==> config.mk <==
export PLATFORM = sky130hd
export DESIGN_NAME = pmp_region_match
export DESIGN_NICKNAME = d
export VERILOG_FILES = /design/src/rtl/pmp_pkg.sv /design/src/rtl/pmp_region_match.sv
export SDC_FILE = /design/constraint.sdc
export NUM_CORES = 1
export LEC_CHECK = 0
export BUFFER_PORTS_ARGS = -buffer_cell sky130_fd_sc_hd__buf_2
export CAP_MARGIN = 10
export CORE_MARGIN = 2
export CORE_UTILIZATION = 40
export DETAILED_ROUTE_END_ITERATION = 10
export SYNTH_ARGS = -nofsm -noshare
export SYNTH_HDL_FRONTEND = slang
export SYNTH_SLANG_ARGS = --single-unit
==> constraint.sdc <==
create_clock -name vclk -period 9.2
set_clock_uncertainty 0.05 [all_clocks]
set_input_delay 0 -clock vclk [all_inputs]
set_output_delay 0 -clock vclk [all_outputs]
set_load 0.01 [all_outputs]
==> src/rtl/pmp_pkg.sv <==
package pmp_pkg;
  typedef enum logic [1:0] {
    KIND_READ  = 2'd0,
    KIND_WRITE = 2'd1,
    KIND_FETCH = 2'd2,
    KIND_RSVD  = 2'd3
  } acc_kind_e;

  typedef enum logic [1:0] {
    MATCH_OFF   = 2'd0,
    MATCH_RANGE = 2'd1,
    MATCH_QUAD  = 2'd2,
    MATCH_POW2  = 2'd3
  } match_mode_e;

  localparam logic [1:0] PRIV_MACHINE = 2'd3;
  localparam int unsigned SECTOR_BYTES = 4;
endpackage

==> src/rtl/pmp_region_match.sv <==
module pmp_region_match
  import pmp_pkg::*;
#(
  parameter int unsigned AW      = 32,
  parameter int unsigned MAX_LEN = 8,
  parameter int unsigned LEN_W   = 4
) (
  input  logic [AW-1:0]    addr,
  input  logic [LEN_W-1:0] len,
  input  match_mode_e      mode,
  input  logic [AW-1:0]    areg,
  input  logic [AW-1:0]    prev_areg,
  output logic             any_hit,
  output logic             all_hit
);
  localparam int unsigned W2    = AW + 2;
  localparam int unsigned NSECT = (MAX_LEN + SECTOR_BYTES - 1) / SECTOR_BYTES;

  logic [W2-1:0]    top_b;
  logic [W2-1:0]    low_b;
  logic [W2-1:0]    seed;
  logic [W2-1:0]    ones;
  logic [W2-1:0]    cmp_mask;
  logic [NSECT-1:0] act;
  logic [NSECT-1:0] hit;

  assign top_b    = {areg, 2'b00};
  assign low_b    = {prev_areg, 2'b00};
  assign seed     = {1'b0, areg, (mode != MATCH_QUAD)};
  assign ones     = seed & ~(seed + W2'(1));
  assign cmp_mask = (~ones) << 2;

  for (genvar s = 0; s < NSECT; s++) begin : g_sect
    logic [W2-1:0] sa;
    assign sa     = {2'b00, addr} + W2'(s * SECTOR_BYTES);
    assign act[s] = (32'(len) > 32'(s * SECTOR_BYTES));
    always_comb begin
      case (mode)
        MATCH_RANGE: hit[s] = (sa >= low_b) && (sa < top_b);
        MATCH_QUAD,
        MATCH_POW2:  hit[s] = ((sa ^ top_b) & cmp_mask) == '0;
        default:     hit[s] = 1'b0;
      endcase
    end
  end

  assign any_hit = |(hit & act);
  assign all_hit = &(hit | ~act);
endmodule

==> flow_summary.html <==
<table>
<tr><th>Metric</th><th>Value</th></tr>
<tr><th colspan="2">Status</th></tr>
<tr><td>Run status</td><td>completed</td></tr>
<tr><th colspan="2">Timing</th></tr>
<tr><td>Hold violation count in the final report</td><td>0</td></tr>
<tr><td>Count of final setup violators</td><td>0</td></tr>
<tr><td>Worst-margin pin slew</td><td>0.618 ns</td></tr>
<tr><td>Final period utilization</td><td>46.0%</td></tr>
<tr><td>Maximum frequency from static timing analysis</td><td>236 MHz</td></tr>
<tr><td>Clock period minus worst slack</td><td>4.23 ns</td></tr>
<tr><td>Setup TNS</td><td>0 ns</td></tr>
<tr><td>Unrepaired setup endpoints after global routing</td><td>no</td></tr>
<tr><td>Max-slew violation count</td><td>0</td></tr>
<tr><td>Final worst hold slack</td><td>0.417 ns</td></tr>
<tr><td>Worst relative slew slack</td><td>57.7%</td></tr>
<tr><th colspan="2">Synth</th></tr>
<tr><td>Syn Inst Count</td><td>568</td></tr>
<tr><td>Commonest cells in the netlist</td><td>ha_1, inv_1, a21oi_1</td></tr>
<tr><td>Library cell with the highest instance count after synthesis</td><td>ha_1</td></tr>
<tr><td>Cell taking the most area after synthesis</td><td>ha_1</td></tr>
<tr><td>Sequential cell area fraction in the yosys report</td><td>0%</td></tr>
<tr><td>Cell variety after synth</td><td>56</td></tr>
<tr><td>Number of nets produced by synthesis</td><td>793</td></tr>
<tr><td>Syn. warnings</td><td>0</td></tr>
<tr><td>Top area cells in the synthesized netlist</td><td>ha_1, a21oi_1, inv_1</td></tr>
<tr><td>Cell area after technology mapping</td><td>4100 um^2</td></tr>
<tr><td>Mean area per synthesized cell</td><td>7.22 um^2</td></tr>
<tr><td>Area share of the largest cell type after synthesis</td><td>37.5%</td></tr>
<tr><th colspan="2">Pwr</th></tr>
<tr><td>Max VDD drop</td><td>17.5 uV</td></tr>
<tr><td>Cell leakage power</td><td>0.00246 uW</td></tr>
<tr><td>Power per Cell Area</td><td>44.7 nW/um^2</td></tr>
<tr><td>Power consumption</td><td>213 uW</td></tr>
<tr><th colspan="2">Floorplan</th></tr>
<tr><td>Total number of placement rows</td><td>36</td></tr>
<tr><td>Total core area</td><td>9860 um^2</td></tr>
<tr><td>Die footprint</td><td>11100 um^2</td></tr>
<tr><td>Die width</td><td>105 um</td></tr>
<tr><td>Count of boundary I/O pins</td><td>104</td></tr>
<tr><td>Effective utilization at floorplan</td><td>41.6%</td></tr>
<tr><td>Y dimension of the die</td><td>105 um</td></tr>
<tr><th colspan="2">Worst setup path</th></tr>
<tr><td>Startpoint Class</td><td>input pin</td></tr>
<tr><td>Capturing element type of the critical path</td><td>output port</td></tr>
<tr><td>CP cell instances</td><td>buf_2 -&gt; ha_1 -&gt; nand2_1 -&gt; nor2_1 -&gt; nand2_1 -&gt; or3_1 -&gt; nor2_1 -&gt; xor2_1 -&gt; ha_1 -&gt; nor2_1 -&gt; a2111oi_0 -&gt; o221ai_1 -&gt; a2111oi_0 -&gt; nand3_1 -&gt; nor4_1 -&gt; a31oi_1 -&gt; a21oi_1 -&gt; or3b_1 -&gt; buf_2</td></tr>
<tr><td>Delay of the slowest cell on the worst path</td><td>0.49 ns</td></tr>
<tr><td>Arrival @ worst endpoint</td><td>4.18 ns</td></tr>
<tr><td>Critical-path maximum fanout</td><td>5</td></tr>
<tr><td>Critical path class</td><td>input pin to output port</td></tr>
<tr><td>Cell with the biggest individual delay on the critical path</td><td>or3_1</td></tr>
<tr><td>CP startpoint</td><td>addr[2]</td></tr>
<tr><td>Most numerous cell on the critical path</td><td>nor2_1</td></tr>
<tr><td>CP Data Required Time</td><td>9.15 ns</td></tr>
<tr><th colspan="2">Drt</th></tr>
<tr><td>Vias after detailed routing</td><td>4670</td></tr>
<tr><td>DRC violation count after routing</td><td>0</td></tr>
<tr><td>Post-detailed-route count of antenna-violating nets</td><td>0</td></tr>
<tr><td>First DRT Iteration DRCs</td><td>221</td></tr>
<tr><td>Wire length per cell after detailed routing</td><td>17.6 um</td></tr>
<tr><td>Average vias per placed instance</td><td>5.83</td></tr>
<tr><td>Routed wire length</td><td>14100 um</td></tr>
<tr><td>Detailed Routing Iterations Pass 1</td><td>5</td></tr>
<tr><th colspan="2">Global route</th></tr>
<tr><td>Number of antenna violations at the first check in global routing</td><td>0</td></tr>
<tr><td>Largest net degree at the start of global routing</td><td>18</td></tr>
<tr><td>Number of global-route vias before repair</td><td>4510</td></tr>
<tr><td>Global-route wire length before repair</td><td>22100 um</td></tr>
<tr><td>Global-route total usage across every layer</td><td>24.4%</td></tr>
<tr><td>Residual overflow from global routing</td><td>0</td></tr>
<tr><th colspan="2">Run</th></tr>
<tr><td>Maximum Capacitance Violations</td><td>0</td></tr>
<tr><th colspan="2">Layout</th></tr>
<tr><td>Ant diodes</td><td>0</td></tr>
<tr><td>FFs &amp; Latches</td><td>0</td></tr>
<tr><td>Final Util</td><td>48.3%</td></tr>
<tr><td>Layout cells sized above 1</td><td>16.8%</td></tr>
<tr><td>Fin nets</td><td>895</td></tr>
<tr><td>Clock Buffer Count</td><td>0</td></tr>
<tr><td>Footprint of the flip-flops and latches</td><td>0 um^2</td></tr>
<tr><td>Layout area overhead</td><td>16.2%</td></tr>
<tr><th colspan="2">Worst hold path</th></tr>
<tr><td>Hold Path Class</td><td>input pin to output port</td></tr>
<tr><td>Worst min-delay path startpoint</td><td>len[1]</td></tr>
<tr><th colspan="2">Place</th></tr>
<tr><td>Global placer's final weighted congestion</td><td>0.940</td></tr>
<tr><td>Buffers on Ports</td><td>104</td></tr>
<tr><td>DP Wirelength</td><td>12600 um</td></tr>
<tr><th colspan="2">Clocking</th></tr>
<tr><td>Post-cts gate resize count</td><td>0</td></tr>
<tr><td>Total of hold buffers inserted after clock tree synthesis</td><td>0</td></tr>
<tr><td>Setup fix buffers added after clock tree synthesis</td><td>0</td></tr>
</table>
-- worst max-delay path: cells and delay by family --
family	cells	cell delay, ns
AOI/OAI and AO/OA	5	1.34
xor gates and xnor gates	1	0.25
adders and majority gates	2	0.41
buffers and inverters	2	0.26
and+or+nand+nor	9	1.91
-- cells by family (layout without fill, tap and decap cells) --
kind of cell | Yosys count | in the layout | share of synthesized area [%]
and+or+nand+nor | 189 | 189 | 24.9
AOI/OAI and AO/OA | 154 | 154 | 24.7
adders and majority gates | 123 | 123 | 37.5
buffers and inverters | 74 | 174 | 6.96
xor gates and xnor gates | 28 | 28 | 5.98
-- final timing paths --
| check | end | slack (ns) | cells after the start |
|---|---|---|---|
| max | all_hit | 4.97 | 19 |
| min | any_hit | 0.42 | 5 |
-- cell type report --
cell class,instances,area (um^2)
fill,1030,5100
inverter,70,263
multi-input combinational,494,3820
tap,133,166
timing repair buffer,104,520
-- layout by cell type (no fill, tap or decap), types with 7 or more instances in the layout --
cell type	n
a31oi_1	10
and3_1	9
nor2_1	29
xnor2_1	18
ha_1	123
buf_2	104
inv_1	70
o21ai_0	19
nand2_1	47
nand4_1	24
xor2_1	10
nor2b_1	7
and4_1	10
a21oi_1	57
a21o_1	16
nand3_1	24
nor3_1	12
-- report_power, final --
group	switching (uW)	internal, uW
clock network	0	0
logic	124	89.0
registers	0	0
total	124	89.0
-- per-stage QoR --
step,instances,setup WS [ns],area [um^2]
after global placement,801,5.17,4770
final,801,4.97,4770
after global routing,801,4.59,4770
after CTS,801,4.97,4770
after detailed placement,801,4.98,4770
after floorplan,568,5.97,4100
-- per-layer routing --
| layer | share of wire, % | GRT usage [%] | vias up | wire length, um |
|---|---|---|---|---|
| met5 | 0 | 0 | - | 0 |
| met4 | 2.0 | 4.86 | 0 | 278 |
| met3 | 5.8 | 1.05 | 20 | 816 |
| met2 | 47 | 44.7 | 170 | 6660 |
| met1 | 45 | 31.6 | 2122 | 6310 |
| li1 | - | - | 2358 | - |
Note: power is estimated with default switching activity, not from simulation.
